==> config.mk <==
export PLATFORM = sky130hd
export DESIGN_NAME = lsu_core
export DESIGN_NICKNAME = d
export VERILOG_FILES = /design/src/rtl/lsu_pkg.sv /design/src/rtl/lsu_addr_gen.sv /design/src/rtl/lsu_store_fmt.sv /design/src/rtl/lsu_load_fmt.sv /design/src/rtl/lsu_core.sv
export SDC_FILE = /design/constraint.sdc
export NUM_CORES = 1
export LEC_CHECK = 0
export BUFFER_PORTS_ARGS = -buffer_cell sky130_fd_sc_hd__buf_2
export CAP_MARGIN = 5
export CORE_ASPECT_RATIO = 0.9
export CORE_MARGIN = 1.5
export CORE_UTILIZATION = 35
export DETAILED_ROUTE_END_ITERATION = 8
export GPL_TIMING_DRIVEN = 0
export RECOVER_POWER = 25
export SLEW_MARGIN = 20
export SYNTH_ARGS = -nofsm -noshare
export SYNTH_HDL_FRONTEND = slang
export SYNTH_SLANG_ARGS = --single-unit
==> constraint.sdc <==
create_clock -name clk -period 3.5 [get_ports clk]
set_input_delay 0.7 -clock clk [delete_from_list [all_inputs] [get_ports clk]]
set_output_delay 0.7 -clock clk [all_outputs]
set_load 0.1 [all_outputs]
==> src/rtl/lsu_pkg.sv <==
package lsu_pkg;

  localparam int OPC_W = 6;

  localparam logic [OPC_W-1:0] OPC_LB  = 6'd32;
  localparam logic [OPC_W-1:0] OPC_LW  = 6'd35;
  localparam logic [OPC_W-1:0] OPC_LBU = 6'd36;
  localparam logic [OPC_W-1:0] OPC_SB  = 6'd40;
  localparam logic [OPC_W-1:0] OPC_SW  = 6'd43;

  typedef enum logic [2:0] {
    ACC_NONE,
    ACC_LW,
    ACC_SW,
    ACC_LB,
    ACC_LBU,
    ACC_SB
  } acc_e;

  typedef struct packed {
    logic is_load;
    logic is_store;
    logic is_byte;
    logic sext;
  } acc_attr_t;

  function automatic acc_e decode_op(input logic [OPC_W-1:0] op);
    case (op)
      OPC_LW:  return ACC_LW;
      OPC_SW:  return ACC_SW;
      OPC_LB:  return ACC_LB;
      OPC_LBU: return ACC_LBU;
      OPC_SB:  return ACC_SB;
      default: return ACC_NONE;
    endcase
  endfunction

  function automatic acc_attr_t attr_of(input acc_e acc);
    acc_attr_t a;
    a.is_load  = (acc == ACC_LW) || (acc == ACC_LB) || (acc == ACC_LBU);
    a.is_store = (acc == ACC_SW) || (acc == ACC_SB);
    a.is_byte  = (acc == ACC_LB) || (acc == ACC_LBU) || (acc == ACC_SB);
    a.sext     = (acc == ACC_LB);
    return a;
  endfunction

endpackage

==> src/rtl/lsu_addr_gen.sv <==
module lsu_addr_gen #(
  parameter int XLEN  = 32,
  parameter int IMM_W = 16,
  parameter int OFF_W = 2
) (
  input  logic [XLEN-1:0]  base,
  input  logic [IMM_W-1:0] imm,
  input  logic             word_acc,
  output logic [XLEN-1:0]  ea,
  output logic [OFF_W-1:0] off,
  output logic             misaligned
);

  localparam int EXT_W = XLEN - IMM_W;

  logic [XLEN-1:0] imm_ext;

  always_comb begin
    imm_ext    = {{EXT_W{imm[IMM_W-1]}}, imm};
    ea         = base + imm_ext;
    off        = ea[OFF_W-1:0];
    misaligned = word_acc && (off != '0);
  end

endmodule

==> src/rtl/lsu_store_fmt.sv <==
module lsu_store_fmt #(
  parameter int XLEN       = 32,
  parameter bit BIG_ENDIAN = 1'b1,
  parameter int LANES      = XLEN / 8,
  parameter int OFF_W      = $clog2(LANES)
) (
  input  logic             is_byte,
  input  logic [OFF_W-1:0] off,
  input  logic [XLEN-1:0]  sdata,
  output logic [LANES-1:0] be,
  output logic [XLEN-1:0]  wdata
);

  localparam logic [OFF_W-1:0] TOP_LANE = OFF_W'(LANES - 1);

  logic [OFF_W-1:0] lane;

  generate
    if (BIG_ENDIAN) begin : g_big
      assign lane = TOP_LANE - off;
    end else begin : g_little
      assign lane = off;
    end
  endgenerate

  generate
    for (genvar g = 0; g < LANES; g++) begin : g_lane
      assign be[g]          = !is_byte || (lane == OFF_W'(g));
      assign wdata[8*g +: 8] = is_byte ? sdata[7:0] : sdata[8*g +: 8];
    end
  endgenerate

endmodule

==> src/rtl/lsu_load_fmt.sv <==
module lsu_load_fmt #(
  parameter int XLEN       = 32,
  parameter bit BIG_ENDIAN = 1'b1,
  parameter int LANES      = XLEN / 8,
  parameter int OFF_W      = $clog2(LANES)
) (
  input  logic [XLEN-1:0]  rdata,
  input  logic [OFF_W-1:0] off,
  input  logic             is_byte,
  input  logic             sext,
  output logic [XLEN-1:0]  result
);

  localparam logic [OFF_W-1:0] TOP_LANE = OFF_W'(LANES - 1);

  logic [OFF_W-1:0] lane;
  logic [7:0]       sel;
  logic             fill;

  generate
    if (BIG_ENDIAN) begin : g_big
      assign lane = TOP_LANE - off;
    end else begin : g_little
      assign lane = off;
    end
  endgenerate

  always_comb begin
    sel = rdata[7:0];
    for (int k = 0; k < LANES; k++) begin
      if (lane == OFF_W'(k)) sel = rdata[8*k +: 8];
    end
    fill = sext && sel[7];
    if (is_byte) result = {{(XLEN-8){fill}}, sel};
    else         result = rdata;
  end

endmodule

==> src/rtl/lsu_core.sv <==
module lsu_core #(
  parameter bit BIG_ENDIAN = 1'b1,
  parameter int XLEN       = 32,
  parameter int IMM_W      = 16,
  parameter int RIDX_W     = 5,
  parameter int OPC_W      = lsu_pkg::OPC_W,
  parameter int LANES      = XLEN / 8,
  parameter int OFF_W      = $clog2(LANES),
  parameter int WADDR_W    = XLEN - OFF_W
) (
  input  logic               clk,
  input  logic               rst,
  input  logic               issue_valid,
  input  logic [OPC_W-1:0]   issue_op,
  input  logic [XLEN-1:0]    issue_base,
  input  logic [IMM_W-1:0]   issue_imm,
  input  logic [RIDX_W-1:0]  issue_rt,
  input  logic [XLEN-1:0]    issue_sdata,
  output logic               mem_req,
  output logic               mem_we,
  output logic [WADDR_W-1:0] mem_waddr,
  output logic [LANES-1:0]   mem_be,
  output logic [XLEN-1:0]    mem_wdata,
  input  logic [XLEN-1:0]    mem_rdata,
  output logic               ld_valid,
  output logic [RIDX_W-1:0]  ld_rt,
  output logic [XLEN-1:0]    ld_data,
  output logic               fault_valid,
  output logic [XLEN-1:0]    fault_addr
);

  import lsu_pkg::*;

  // decode
  acc_e      acc;
  acc_attr_t attr;
  logic      word_acc;

  always_comb begin
    acc      = decode_op(issue_op);
    attr     = attr_of(acc);
    word_acc = (acc == ACC_LW) || (acc == ACC_SW);
  end

  // address
  logic [XLEN-1:0]  ea;
  logic [OFF_W-1:0] ea_off;
  logic             misaligned;

  lsu_addr_gen #(.XLEN(XLEN), .IMM_W(IMM_W), .OFF_W(OFF_W)) addr_i (
    .base       (issue_base),
    .imm        (issue_imm),
    .word_acc   (word_acc),
    .ea         (ea),
    .off        (ea_off),
    .misaligned (misaligned)
  );

  // store lane steering
  logic [LANES-1:0] st_be;
  logic [XLEN-1:0]  st_wdata;

  lsu_store_fmt #(.XLEN(XLEN), .BIG_ENDIAN(BIG_ENDIAN), .LANES(LANES), .OFF_W(OFF_W)) st_i (
    .is_byte (attr.is_byte),
    .off     (ea_off),
    .sdata   (issue_sdata),
    .be      (st_be),
    .wdata   (st_wdata)
  );

  logic go_mem, go_load, go_store, go_fault;

  always_comb begin
    go_mem   = issue_valid && (attr.is_load || attr.is_store) && !misaligned;
    go_load  = go_mem && attr.is_load;
    go_store = go_mem && attr.is_store;
    go_fault = issue_valid && misaligned;
  end

  // request stage and fault
  always_ff @(posedge clk) begin
    if (rst) begin
      mem_req     <= 1'b0;
      mem_we      <= 1'b0;
      mem_waddr   <= '0;
      mem_be      <= '0;
      mem_wdata   <= '0;
      fault_valid <= 1'b0;
      fault_addr  <= '0;
    end else begin
      mem_req     <= go_mem;
      mem_we      <= go_store;
      fault_valid <= go_fault;
      if (go_fault) fault_addr <= ea;
      if (go_mem) begin
        mem_waddr <= ea[XLEN-1:OFF_W];
        mem_be    <= go_store ? st_be : {LANES{1'b1}};
        mem_wdata <= go_store ? st_wdata : '0;
      end
    end
  end

  // load tag pipeline: stage 1 aligns with the request, stage 2 with read data
  logic              t1_vld, t2_vld;
  logic              t1_byte, t2_byte;
  logic              t1_sext, t2_sext;
  logic [OFF_W-1:0]  t1_off, t2_off;
  logic [RIDX_W-1:0] t1_rt, t2_rt;

  always_ff @(posedge clk) begin
    if (rst) begin
      t1_vld  <= 1'b0;
      t1_byte <= 1'b0;
      t1_sext <= 1'b0;
      t1_off  <= '0;
      t1_rt   <= '0;
      t2_vld  <= 1'b0;
      t2_byte <= 1'b0;
      t2_sext <= 1'b0;
      t2_off  <= '0;
      t2_rt   <= '0;
    end else begin
      t1_vld <= go_load;
      if (go_load) begin
        t1_byte <= attr.is_byte;
        t1_sext <= attr.sext;
        t1_off  <= ea_off;
        t1_rt   <= issue_rt;
      end
      t2_vld <= t1_vld;
      if (t1_vld) begin
        t2_byte <= t1_byte;
        t2_sext <= t1_sext;
        t2_off  <= t1_off;
        t2_rt   <= t1_rt;
      end
    end
  end

  // result alignment
  logic [XLEN-1:0] ld_fmt;

  lsu_load_fmt #(.XLEN(XLEN), .BIG_ENDIAN(BIG_ENDIAN), .LANES(LANES), .OFF_W(OFF_W)) ld_i (
    .rdata   (mem_rdata),
    .off     (t2_off),
    .is_byte (t2_byte),
    .sext    (t2_sext),
    .result  (ld_fmt)
  );

  always_ff @(posedge clk) begin
    if (rst) begin
      ld_valid <= 1'b0;
      ld_rt    <= '0;
      ld_data  <= '0;
    end else begin
      ld_valid <= t2_vld;
      if (t2_vld) begin
        ld_rt   <= t2_rt;
        ld_data <= ld_fmt;
      end
    end
  end

endmodule

==> flow_metrics.tcl, run 1 <==
set metrics [dict create \
    wl_met1_um 13900 \
    final_util 0.452 \
    cts_root_buf "clkbuf_16" \
    grt_start_max_net_pins 18 \
    p_per_area_nw_per_um2 428 \
    dieArea_um2 24600 \
    path_cells "buf_2, ha_1, fa_1, or2_2, or4_1, a21oi_2, nor2_1, clkbuf_2, a21oi_1, nand2_1" \
    cp_slowest_cell "fa_1" \
    grt_pass1_vias 7857 \
    clock_sinks 159 \
    dieWidth_um 165 \
    tightest_slew_ns 1.24 \
    drive_above_1_share 0.217 \
    p_leak_nw 4.23 \
    hold_viol_final 0 \
    num_io_pins 265 \
    num_rows 53 \
    clock_latency_ns 0.43 \
    slew_headroom 0.180 \
    fmax_mhz 309 \
    ys_types 76 \
    place_area_um2 9990 \
    wl_met3_um 1930 \
    netlist_area_um2 8300 \
    gp_congestion 0.895 \
    route.met2.wl_um 13100 \
    drc_errors 0 \
    crit_path_max_incr_delay_ns 0.57 \
    dr_total_vias 8635 \
    firstDrtPassIters 5 \
    critical_path_class "input pin to flop" \
    cts_tree "done" \
    fin_crit_ns 3.23 \
    required_ns 3.82 \
    core_region_area_um2 23300 \
    fin_nets 1433 \
    ys.flop_type "dfxtp_1" \
    cts_buffers 17 \
    synth_fp_nets 1147 \
    grt-ovfl-total 0 \
    fillers 2426 \
    grt_pass1_wl_um 44000 \
    ys_async_sr_fraction 0 \
    cp-end-kind "flop" \
    io_buffers 263 \
    hp-class "flop to flop" \
    first_iter_violations 675 \
    antenna_found_initial 0 \
    fin_crit_sh 0.924 \
    arrival_ns 3.55 \
    cp_max_fo 10 \
    status "finished, final reports clean" \
    cts.path.max_buffers 2 \
    drtAntennaViolNets 0 \
    top_layer "met4" \
    synth_edf_count 0 \
    dp_hpwl_um 22800 \
    synth-seq-cells 159 \
    initial_utilization 0.355 \
    grt_setup_unrepaired "no" \
    vdd_drop_max_v 0.000325 \
    htree_levels 4 \
    avgRoutedWirePerCell_um 18.7 \
    seq_area_frac_synth 0.384 \
    synthCells 989 \
    start_kind "input pin" \
    drv_slew 0 \
    final_area_um2 10500 \
    track_usage 0.233 \
    finalClockSkew_ns 0.0130 \
    die_h_um 149 \
    finalSetupViolCount 0 \
    synth_warnings 0 \
    drv_cap 0 \
    antennaDiodeCount 0 \
    syn_area_per_cell_um2 8.39 \
    path_clk_slew_ns 0.07 \
    viasPerCell 5.43 \
    areaGrowthSynthToFinish_pct 27.2 \
    placed_cells 1554 \
    totalWireLength_um 29700 \
    fin_tns_setup_ns 0 \
    final_cells 1590 \
]
==> metrics by stage <==
stage | total power [mW] | setup slack, ns | hold slack [ns]
final | 4.51 | 0.266 | 0.452
after detailed placement | 2.62 | -0.677 | 0.437
after floorplan | 2.37 | 0.439 | 0.432
after global routing | 4.69 | 0.0734 | 0.478
after global placement | 2.61 | -0.610 | 0.431
after CTS | 4.53 | 0.000280 | 0.452
==> synthesized netlist by cell type, types with 6 or more instances <==
cell | n | area [um2]
a211oi_1 | 51 | 383
a21o_1 | 10 | 75.1
a21oi_1 | 88 | 440
a22o_1 | 11 | 96.3
a31oi_1 | 6 | 37.5
and3_1 | 17 | 106
buf_1 | 7 | 26.3
buf_2 | 11 | 55.1
clkbuf_1 | 52 | 195
dfxtp_1 | 159 | 3180
ha_1 | 31 | 388
inv_1 | 13 | 48.8
mux2i_1 | 26 | 260
mux4_2 | 8 | 180
nand2_1 | 113 | 424
nand2b_1 | 31 | 194
nand3_1 | 42 | 210
nand4_1 | 11 | 68.8
nor2_1 | 81 | 304
nor3_1 | 20 | 100
o211ai_1 | 10 | 75.1
o21ai_0 | 60 | 300
or3_1 | 10 | 62.6
or4_1 | 7 | 52.6
xnor2_1 | 6 | 52.6
==> path summary, 6_finish.rpt <==
| check | from | end | slack [ns] | depth (start not counted) |
|---|---|---|---|---|
| max reg2reg | t2_off[0] | ld_data[30] | 1.13 | 5 |
| max | issue_base[0] | mem_waddr[23] | 0.27 | 10 |
| min reg2reg | mem_wdata[29] | mem_wdata[29] | 0.45 | 2 |
| min | mem_wdata[29] | mem_wdata[29] | 0.45 | 2 |
==> kinds of logic after synthesis <==
logic type / after synthesis / synth area share
flops: 159 / 0.384
fa+ha+maj: 32 / 0.0492
simple gates: 365 / 0.212
buf+inv: 86 / 0.0412
compound gates: 301 / 0.247
xor+xnor: 10 / 0.0106
mux: 36 / 0.0563
==> flip-flops by register name (all words and copies together), names as in the netlist, 2 cells and up <==
register,flops
fault_addr,32
ld_data,32
mem_wdata,32
mem_waddr,30
ld_rt,5
t1_rt,5
t2_rt,5
mem_be,4
t1_off,2
t2_off,2
==> metal layers <==
| layer | global-route usage | vias up |
|---|---|---|
| li1 | - | 4217 |
| met1 | 0.326 | 4035 |
| met2 | 0.364 | 340 |
| met3 | 0.0320 | 43 |
| met4 | 0.0865 | 0 |
| met5 | 0 | - |
==> final cells by class <==
cell class / count / area, um2 / area share
multi-input cells: 744 / 4780 / 0.453
flip-flops and latches: 159 / 3180 / 0.302
repair buffers: 267 / 1250 / 0.119
clock buffers: 18 / 429 / 0.0407
well taps: 302 / 378 / 0.0358
plain buffers: 72 / 299 / 0.0283
clock inverters: 14 / 173 / 0.0164
inverters: 14 / 52.6 / 0.00498
==> critical path: cells and delay by family <==
| family | cells | cell delay, ns |
|---|---|---|
| AND/OR/NAND/NOR | 4 | 1.12 |
| adder cells (fa/ha/maj) | 2 | 0.79 |
| AO/OA/AOI/OAI | 2 | 0.48 |
| buffers and inverters | 2 | 0.45 |
==> cells in the final DEF (no fill, tap or decap), types with 7 or more instances in the layout <==
cell and n:
a211oi_1 51, a21o_1 10, a21oi_1 87, a22o_1 11
and3_1 17, buf_2 200, clkbuf_1 120, clkbuf_16 17
clkbuf_2 9, dfxtp_1 159, ha_1 31, inv_1 13
mux2i_1 26, mux4_2 8, nand2_1 113, nand2b_1 31
nand3_1 42, nand4_1 11, nor2_1 81, nor3_1 20
o211ai_1 10, o21ai_0 60, or3_1 10, or4_1 7
==> repair_timing <==
action                                  4_1_cts  5_1_grt
hold buffers                                  0        0
resized for setup                             1       16
setup buffers                                 0        4
endpoints found under the setup margin       19       69
pin swaps                                     1        2
==> power breakdown <==
part / internal, mW / leakage (nW) / switching [mW]
Clock: 1.08 / 0.293 / 0.847
Combinational: 0.239 / 2.65 / 0.515
Sequential: 1.82 / 1.28 / 0.00866
Total: 3.14 / 4.23 / 1.37
(Power assumes the default switching activity.)
==> run 2, diff against run 1 <==
PLACE_DENSITY = 0.7   (was unset)
==> run 2 against run 1 <==
Net effect:
- register-to-register slack lost 0.10 ns
- sequential share of layout area about the same
- global-route usage rose by 0.34 points
- setup slack got worse by 0.027 ns
- clock skew down 0.0019 ns
- first-iteration DRC count rose by 14%
- utilization about the same
- critical path type unchanged
==> flow_metrics.tcl, run 2 (synthesis results as in run 1) <==
set metrics [dict create \
    num_io_pins 265 \
    antenna_found_initial 0 \
    finalClockSkew_ns 0.0111 \
    final_area_um2 10600 \
    route.met2.wl_um 13800 \
    io_buffers 263 \
    drv_cap 0 \
    drc_errors 0 \
    cp-end-kind "flop" \
    tightest_slew_ns 1.24 \
    hp-start "mem_wdata[30]" \
    areaGrowthSynthToFinish_pct 27.2 \
    grt_setup_unrepaired "no" \
    final_util 0.452 \
    hold_viol_final 0 \
    crit-reg2reg-launch "t2_off[0]" \
    layout_commonest_cell "buf_2" \
    required_ns 3.83 \
    dieWidth_um 165 \
    whs_ns 0.454 \
    dr_total_vias 8879 \
    status "finished, final reports clean" \
    grt-ovfl-total 0 \
    final_cells 1587 \
    track_usage 0.237 \
    hp-class "flop to flop" \
    dp_hpwl_um 23000 \
    first_iter_violations 769 \
    num_rows 53 \
    cts.path.max_buffers 2 \
    drtAntennaViolNets 0 \
    viasPerCell 5.59 \
    grt_start_max_net_pins 19 \
    clock_sinks 159 \
    fmax_mhz 307 \
    htree_levels 4 \
    start_kind "input pin" \
    totalWireLength_um 30100 \
    placed_cells 1554 \
    top_regs "fault_addr x32, ld_data x32, mem_wdata x32" \
    cp_max_fo 10 \
    gp_congestion 0.942 \
    wl_met1_um 13300 \
    core_region_area_um2 23300 \
    place_area_um2 9990 \
    avgRoutedWirePerCell_um 19.0 \
    p_leak_nw 4.25 \
    critPathLaunch "issue_base[0]" \
    fin_tns_setup_ns 0 \
    cts_tree "done" \
    die_h_um 149 \
    drive_above_1_share 0.223 \
    fin_nets 1430 \
    antennaDiodeCount 0 \
    path_clk_slew_ns 0.08 \
    firstDrtPassIters 5 \
    final_cell_mix "buf_2, dfxtp_1, nand2_1" \
    p_per_area_nw_per_um2 430 \
    arrival_ns 3.59 \
    wl_met3_um 2250 \
    slew_headroom 0.174 \
    setup_slack_ns 0.239 \
    critical_path_class "input pin to flop" \
    cts_root_buf "clkbuf_16" \
    clock_latency_ns 0.43 \
    finalSetupViolCount 0 \
    grt_pass1_vias 8131 \
    power.total_mw 4.54 \
    drv_slew 0 \
    grt_pass1_wl_um 44800 \
    fin_crit_sh 0.932 \
    top_layer "met4" \
    initial_utilization 0.355 \
    fin_crit_ns 3.26 \
    cts_buffers 17 \
    pre_cts_ws_ns -0.855 \
    vdd_drop_max_v 0.000323 \
    dieArea_um2 24600 \
]
[run 2: layout make-up]
type                       count  area, um2
multi-input combinational    744       4780
clock buffer                  17        425
fill                        2360      12800
buffer                        72        298
timing repair buffer         264       1240
sequential                   159       3180
tap                          302        378
clock inverter                15        189
inverter                      14       52.6
[run 2: where the power goes]
group / switching, mW / internal, mW / leakage (nW)
Clock: 0.915 / 1.04 / 0.298
Sequential: 0.00829 / 1.82 / 1.28
Combinational: 0.520 / 0.240 / 2.67
[run 2: critical path, stage by stage]
cell and delay, ns:
buf_2 0.10, ha_1 0.22, fa_1 0.69, o21ai_0 0.21, or4_1 0.49, clkbuf_1 0.21
clkbuf_1 0.27, clkbuf_2 0.30, a311o_1 0.39
[run 2: path summary, 6_finish.rpt]
check                        end  slack (ns)  cells after the start
hold / removal     mem_wdata[30]        0.45                      2
setup reg to reg     ld_data[12]        1.03                      5
hold reg to reg    mem_wdata[30]        0.45                      2
setup / recovery  fault_addr[28]        0.24                      9
[run 2: metal layers]
layer | global-route usage | up-vias
li1 | - | 4212
met1 | 0.315 | 4185
met2 | 0.384 | 423
met3 | 0.0398 | 59
met4 | 0.0847 | 0
met5 | 0 | -
[run 2: what timing repair did]
item,in CTS,in global routing
pin swaps,1,1
setup buffers,0,1
hold buffers,0,0
resized for setup,5,10
endpoints found under the setup margin,38,67
